$ cat src/rtl/spi_reg_port.sv
module spi_reg_port #(
  parameter int CMD_W       = 8,
  parameter int ADDR_W      = 16,
  parameter int DATA_W      = 32,
  parameter int SYNC_STAGES = 2
) (
  input  logic              clk,
  input  logic              rst_n,
  input  logic              sclk_i,
  input  logic              mosi_i,
  input  logic              ss_n_i,
  output logic              miso_o,
  output logic              miso_oe_o,
  output logic [ADDR_W-1:0] reg_addr_o,
  output logic              reg_rd_o,
  input  logic [DATA_W-1:0] reg_rdata_i,
  output logic              reg_wr_o,
  output logic [DATA_W-1:0] reg_wdata_o
);

  localparam int HDR_W   = CMD_W + ADDR_W;
  localparam int FRAME_W = HDR_W + DATA_W;
  localparam int CNT_W   = $clog2(FRAME_W + 1);
  localparam logic [CNT_W-1:0] C_CMD_LAST  = CNT_W'(CMD_W - 1);
  localparam logic [CNT_W-1:0] C_ADDR_FST  = CNT_W'(CMD_W);
  localparam logic [CNT_W-1:0] C_HDR_LAST  = CNT_W'(HDR_W - 1);
  localparam logic [CNT_W-1:0] C_HDR       = CNT_W'(HDR_W);
  localparam logic [CNT_W-1:0] C_FRM_LAST  = CNT_W'(FRAME_W - 1);
  localparam logic [CNT_W-1:0] C_FRM       = CNT_W'(FRAME_W);

  logic [SYNC_STAGES-1:0] sclk_sy, mosi_sy, ss_sy;
  logic sclk_q;

  always_ff @(posedge clk or negedge rst_n) begin
    if (!rst_n) begin
      sclk_sy <= '1;
      mosi_sy <= '0;
      ss_sy   <= '1;
      sclk_q  <= 1'b1;
    end else begin
      sclk_sy <= {sclk_sy[SYNC_STAGES-2:0], sclk_i};
      mosi_sy <= {mosi_sy[SYNC_STAGES-2:0], mosi_i};
      ss_sy   <= {ss_sy[SYNC_STAGES-2:0], ss_n_i};
      sclk_q  <= sclk_sy[SYNC_STAGES-1];
    end
  end

  wire sclk_s    = sclk_sy[SYNC_STAGES-1];
  wire mosi_s    = mosi_sy[SYNC_STAGES-1];
  wire ss_s      = ss_sy[SYNC_STAGES-1];
  wire sel       = ~ss_s;
  wire sclk_rise = sel &  sclk_s & ~sclk_q;
  wire sclk_fall = sel & ~sclk_s &  sclk_q;

  logic [CNT_W-1:0]  cnt;
  logic              is_rd;
  logic              tx_on;
  logic [ADDR_W-1:0] addr_sr;
  logic [DATA_W-1:0] rx_sr, tx_sr;

  always_ff @(posedge clk or negedge rst_n) begin
    if (!rst_n) begin
      cnt         <= '0;
      is_rd       <= 1'b0;
      tx_on       <= 1'b0;
      addr_sr     <= '0;
      rx_sr       <= '0;
      tx_sr       <= '0;
      reg_addr_o  <= '0;
      reg_wdata_o <= '0;
      reg_rd_o    <= 1'b0;
      reg_wr_o    <= 1'b0;
    end else begin
      reg_rd_o <= 1'b0;
      reg_wr_o <= 1'b0;
      if (!sel) begin
        cnt   <= '0;
        tx_on <= 1'b0;
      end else begin
        if (sclk_rise && cnt != C_FRM) begin
          cnt <= cnt + 1'b1;
          if (cnt == C_CMD_LAST) is_rd <= mosi_s;
          if (cnt >= C_ADDR_FST && cnt <= C_HDR_LAST) addr_sr <= {addr_sr[ADDR_W-2:0], mosi_s};
          if (cnt == C_HDR_LAST) begin
            reg_addr_o <= {addr_sr[ADDR_W-2:0], mosi_s};
            reg_rd_o   <= is_rd;
          end
          if (cnt >= C_HDR) rx_sr <= {rx_sr[DATA_W-2:0], mosi_s};
          if (cnt == C_FRM_LAST && !is_rd) begin
            reg_wdata_o <= {rx_sr[DATA_W-2:0], mosi_s};
            reg_wr_o    <= 1'b1;
          end
        end
        if (sclk_fall && is_rd && cnt >= C_HDR) begin
          if (cnt == C_FRM)  tx_on <= 1'b0;
          else if (!tx_on)   tx_on <= 1'b1;
          else               tx_sr <= {tx_sr[DATA_W-2:0], 1'b0};
        end
      end
      if (reg_rd_o) tx_sr <= reg_rdata_i;
    end
  end

  assign miso_o    = tx_sr[DATA_W-1];
  assign miso_oe_o = tx_on & sel;

  AST_RD_PULSE: assert property (@(posedge clk) disable iff (!rst_n)
    reg_rd_o |=> !reg_rd_o);
  AST_WR_PULSE: assert property (@(posedge clk) disable iff (!rst_n)
    reg_wr_o |=> !reg_wr_o);
  AST_OE_START: assert property (@(posedge clk) disable iff (!rst_n)
    $rose(miso_oe_o) |-> (cnt == C_HDR) && is_rd);
  AST_MISO_HOLD: assert property (@(posedge clk) disable iff (!rst_n)
    (miso_oe_o && $past(miso_oe_o) && !$past(sclk_fall)) |-> $stable(miso_o));
  AST_IDLE_QUIET: assert property (@(posedge clk) disable iff (!rst_n)
    $past(ss_s) |-> (!reg_rd_o && !reg_wr_o));
  AST_ABORT_FLOAT: assert property (@(posedge clk) disable iff (!rst_n)
    $past(ss_s) |-> !miso_oe_o);
  AST_NO_BOTH: assert property (@(posedge clk) disable iff (!rst_n)
    !(reg_rd_o && reg_wr_o));

endmodule

$ cat config.mk
export PLATFORM = sky130hd
export DESIGN_NAME = spi_reg_port
export DESIGN_NICKNAME = d
export VERILOG_FILES = /design/src/rtl/spi_reg_port.sv
export SDC_FILE = /design/constraint.sdc
export NUM_CORES = 1
export LEC_CHECK = 0
export BUFFER_PORTS_ARGS = -buffer_cell sky130_fd_sc_hd__buf_2
export CAP_MARGIN = 20
export CORE_ASPECT_RATIO = 0.9
export CORE_MARGIN = 4
export CORE_UTILIZATION = 60
export CTS_BUF_LIST = sky130_fd_sc_hd__clkbuf_2 sky130_fd_sc_hd__clkbuf_4 sky130_fd_sc_hd__clkbuf_8
export DETAILED_ROUTE_END_ITERATION = 10
export PLACE_DENSITY = 0.83
export SYNTH_ARGS = -nofsm -noshare
export SYNTH_HDL_FRONTEND = slang
export SYNTH_SLANG_ARGS = --single-unit
$ cat constraint.sdc
create_clock -name clk -period 5.2 [get_ports clk]
set_input_delay 0.52 -clock clk [delete_from_list [all_inputs] [get_ports clk]]
set_output_delay 0.52 -clock clk [all_outputs]
set_load 0.05 [all_outputs]
# == Word level (Yosys, flattened, before mapping) ==
# Cells that the tools add are included.
# totals
input_bits,37
output_inout_bits,52
wordCells,65
register_bits,143
# op_classes
addsub,1
mux,16
eq_ne,7
order_cmp,3
bitwise,8
n_reduce_logical,16
# ops
op,n
$mux 32,5
$reduce_and 3->1,5
$eq 6x6->1 const B,2
$mux 6,2
$mux 1,9
$reduce_bool 2->1,4
$add 6x1->6 const B,1
$eq 6x3->1 const B,1
$eq 6x5->1 const B,1
$ge 6x4->1 const B,1
$ge 6x5->1 const B,1
$le 6x5->1 const B,1
$ne 6x6->1 const B,1
$and 1x1->1,5
$logic_and 1x1->1,5
$ne 2x2->1 const B,2
$reduce_and 4->1,1
$not 1->1,3
$logic_not 1->1,1

# == Depth between registers and ports, before layout ==
# depth
word_depth,8
ltp_mapped,9
ltp_nobuf,6

# == Worst setup path before layout ==
# Ideal clock, no wire load.
# synth_timing
path_kind,register -> register
start,register ss_sy[1]
end,register tx_sr[21]
slack_ns,2.870
period_less_slack_ns,2.330
arrival_time_ns,2.230
stages_incl_launch_ff,8
setup_time_ns,0.101
n_path_buf,3
required_ns,5.099
cell_sequence,dfstp_2 > buf_2 > nor2b_1 > nor4b_4 > buf_2 > buf_2 > nand4b_1 > o311ai_2
# synth_via
elab_chain_cells,7
elab_cells_between_ends,8
classes_between,eq/ne (1); bitwise (3); reduce/logical (4)
# synth_lines
element,line,text
start: declaration,31,"logic [SYNC_STAGES-1:0] sclk_sy, mosi_sy, ss_sy;"
start signal: assignment,43,"ss_sy <= {ss_sy[SYNC_STAGES-2:0], ss_n_i};"
$not 1->1 (no source line),--,
$and 1x1->1 (2 in a row),53,wire sclk_fall = sel & ~sclk_s & sclk_q;
$logic_and 1x1->1 (2 in a row),94,if (sclk_fall && is_rd && cnt >= C_HDR) begin
$reduce_bool 2->1 (no source line),--,
$reduce_and 4->1 (no source line) *,--,
end signal: assignment,97,"else tx_sr <= {tx_sr[DATA_W-2:0], 1'b0};"
end signal: assignment,100,if (reg_rd_o) tx_sr <= reg_rdata_i;
end: declaration,59,"logic [DATA_W-1:0] rx_sr, tx_sr;"
# Every way passes the cells marked *; elsewhere a longest branch is shown, timed or not.
# A chain may end at the register's enable or synchronous reset.

# == Worst setup path in the final report ==
# layout_timing
start,register cnt[0]
end,register rx_sr[11]
# layout_via
elab_chain_cells,3
elab_cells_between_ends,4
classes_between,order compare (1); eq/ne (1); reduce/logical (2)
# layout_lines
element,line,text
start: declaration,55,logic [CNT_W-1:0] cnt;
start signal: assignment,81,cnt <= cnt + 1'b1;
branches (longest 2 deep; another with $ge 6x5->1),--,
$reduce_and 3->1 (no source line) *,--,
end signal: assignment,88,"if (cnt >= C_HDR) rx_sr <= {rx_sr[DATA_W-2:0], mosi_s};"
end: declaration,59,
# Every way passes the cells marked *.

==> results_dict.tcl <==
set metrics [dict create \
    endpoint "rx_sr[11]$_DFFE_PN0P_" \
    cp_max_fo 33 \
    syn_to_final_growth_pct 13.57 \
    dp_cells 621 \
    worstRegToRegCells 7 \
    synth_edf_count 0 \
    period_share_pct 58.46 \
    hpwlAfterDp_um 7232 \
    grt_pass1_vias 3690 \
    max_stage_delay_ns 0.82 \
    drive_gt1_share_pct 46.30 \
    drt_wl_total_um 11100 \
    start_util_pct 62.07 \
    timing.rr.start "cnt[0]$_DFFE_PN0P_" \
    vias_per_cell 5.655 \
    die_height_um 103.2 \
    grt_use_total_pct 20.07 \
    crit_slowest_cell "or3_1" \
    cts_tree "done" \
    async_reset_ff_share_pct 100.0 \
    power.switching_uw 439.9 \
    crit_path_cell_trace "inv_1 > ha_1 > nand2_1 > or3_1 > nand3b_1 > buf_4 > mux2_2" \
    clk_latency_ns 0.43 \
    p_clk_share_pct 40.7 \
    gr-total-overflow 0 \
    p_per_area_nw_per_um2 285.4 \
    cts_resized 0 \
    fp-row-count 34 \
    clock-sinks 143 \
    route.detailed.drc 0 \
    endpoint_kind "flip-flop" \
    synth-seq-area-share_pct 59.28 \
    syn-mean-instance-area_um2 13.97 \
    hold_buffers 0 \
    worstSetupPathType "flip-flop to flip-flop" \
    antennaDiodeCount 0 \
    crit_required_ns 5.51 \
    tightest_slew_ns 1.059 \
    gp_congestion 0.7885 \
    fin_worst_skew_ns 0.01072 \
    grt_first_pass_wirelength_um 18490 \
    drv_slew 0 \
    ant_nets 0 \
    critPathLaunch "cnt[0]$_DFFE_PN0P_" \
    switching_share_pct 22.44 \
    status "complete, no violations" \
    slew_headroom_pct 29.37 \
    setup_violations 0 \
    cellInternalPower_mw 1.520 \
    cts-root-buf "clkbuf_8" \
    routedWlPerCell_um 17.00 \
    synth_area_um2 6047 \
    instances_no_fill 653 \
    core_area_um2 9742 \
    p_comb_share_pct 2.1 \
    grt_setup_unrepaired "no" \
    pin_count 89 \
    rrSetupSlack_ns 2.16 \
    dr.first_iter.drc_count 277 \
    cts-buffers-inserted 17 \
    dieWidth_um 113.8 \
    pwr-share-seq_pct 57.2 \
    hold_class "input port to asynchronous set/reset pin" \
    die-area_um2 11750 \
    layout_setup_ws_ns 2.160 \
    synthCells 433 \
    ir_drop_mv 0.2458 \
    synthDistinctLibCells 47 \
    cts_buffer_depth 2 \
    max_freq_mhz 329.0 \
    drt-pass1-iter-count 5 \
    grt_max_degree 81 \
    antenna_found_initial 0 \
    ys.flop_type "dfrtp_1" \
    port_buffers 88 \
    fin_crit_ns 3.040 \
    synth_fp_nets 472 \
    cap_violations 0 \
    vias 3693 \
    cts_setup_buffers 0 \
    hold_viol 0 \
    nNetsFinal 553 \
    startpoint_type "flip-flop" \
    synth-seq-cells 143 \
    dpl_worst_slack_ns 2.255 \
    reg2reg_to "rx_sr[11]$_DFFE_PN0P_" \
    cp.arrival_ns 3.35 \
    h-tree-depth 4 \
    tns_ns 0 \
    clk_pin_slew_worst_paths_ns 0.08 \
    yosysWarnings 0 \
    p_leak_nw 3.532 \
]
-- layer usage --
layer / vias to the layer above / global-route usage (%) / routed length [um]
met2: 106 / 30.56 / 5083
met1: 1858 / 27.64 / 5052
met5: - / 0 / 0
met4: 0 / 7.032 / 195
met3: 21 / 6.457 / 768
li1: 1708 / - / -
-- critical path, delay by kind of cell (launching register included) --
kind,cells,cell delay [ns]
AND/OR/NAND/NOR,3,1.52
buffers and inverters,2,0.50
flip-flops,1,0.40
multiplexers,1,0.30
adder cells (fa/ha/maj),1,0.21
-- synthesized netlist by cell type (5+ instances only) --
| cell | instances | area share [%] |
|---|---|---|
| dfrtp_1 | 138 | 57 |
| mux2_2 | 89 | 17 |
| nand2_1 | 22 | 1.4 |
| inv_1 | 18 | 1.1 |
| nor2b_1 | 15 | 1.6 |
| a221o_1 | 12 | 2.0 |
| o311ai_2 | 11 | 3.0 |
| clkbuf_1 | 10 | 0.62 |
| buf_4 | 9 | 1.1 |
| nand3_1 | 9 | 0.74 |
| nand4b_1 | 9 | 1.3 |
| nor2_1 | 8 | 0.50 |
| buf_2 | 7 | 0.58 |
| a21boi_0 | 6 | 0.74 |
| o311ai_0 | 6 | 0.87 |
| dfstp_2 | 5 | 2.2 |
-- sequential cells by signal (all words and copies together) (netlist names) --
signal       count
addr_sr         15
cnt              6
is_rd            1
mosi_sy          2
reg_addr_o      16
reg_rd_o         1
reg_wdata_o     32
reg_wr_o         1
rx_sr           31
sclk_q           1
sclk_sy          2
ss_sy            2
tx_on            1
tx_sr           32
-- how the worst min path moves through the flow --
stage,end,from
final,reg_addr_o[9]$_DFFE_PN0P_,rst_n
after CTS,reg_addr_o[10]$_DFFE_PN0P_,rst_n
after detailed placement,mosi_sy[1]$_DFF_PN0_,mosi_sy[0]$_DFF_PN0_
after global routing,reg_addr_o[9]$_DFFE_PN0P_,rst_n
after floorplan,addr_sr[0]$_DFFE_PN0P_,rst_n
after global placement,mosi_sy[1]$_DFF_PN0_,mosi_sy[0]$_DFF_PN0_
-- cells by family after synthesis --
family	Yosys count	synth area share (%)
AND/OR/NAND/NOR	91	9.249
AO/OA/AOI/OAI	48	7.946
flip-flops	143	59.28
buffers and inverters	49	4.428
adder cells (fa/ha/maj)	2	0.4138
multiplexers	96	18.10
XOR/XNOR	4	0.5795
-- through the flow --
stage	hold WS, ns	util [%]	area, um^2	power [mW]
floorplan	0.2244	-	6047	1.146
global placement	0.3353	66.77	6505	1.184
detailed placement	0.3379	66.77	6505	1.185
CTS	0.1044	70.50	6868	1.977
global route	0.1217	70.50	6868	2.033
finish	0.08498	70.50	6868	1.960
-- final cells by class --
type / count / area, um^2
clock inverters: 9 / 58.81
repair buffers: 93 / 484.2
fillers: 642 / 2874
well taps: 126 / 157.7
multi-input cells: 241 / 2210
clock buffers: 23 / 304.0
flip-flops and latches: 143 / 3586
inverters: 18 / 67.56
-- power by group through the flow --
stage | Sequential [mW] | Clock [mW] | Combinational, mW
5_1_grt | 1.12 | 0.864 | 0.0480
3_3_place_gp | 1.14 | 0 | 0.0424
6_report | 1.12 | 0.798 | 0.0416
4_1_cts | 1.12 | 0.814 | 0.0433
3_5_place_dp | 1.14 | 0 | 0.0432
2_1_floorplan | 1.14 | 0 | 0.00569
-- layout by cell type (no fill, tap or decap), drive strengths merged, types with 3 or more instances in the layout --
cell	count
clkinv	7
dfrtp	138
nor3	3
clkbuf	23
nand3b	3
nor2	9
dfstp	5
nand2b	6
o311ai	17
nand3	9
a21oi	4
nand4b	9
nand2	23
nor4b	5
buf	93
a221o	12
inv	19
o21ai	4
nor2b	15
a21boi	6
mux2	95
Note: power is estimated with default switching activity, not from simulation.
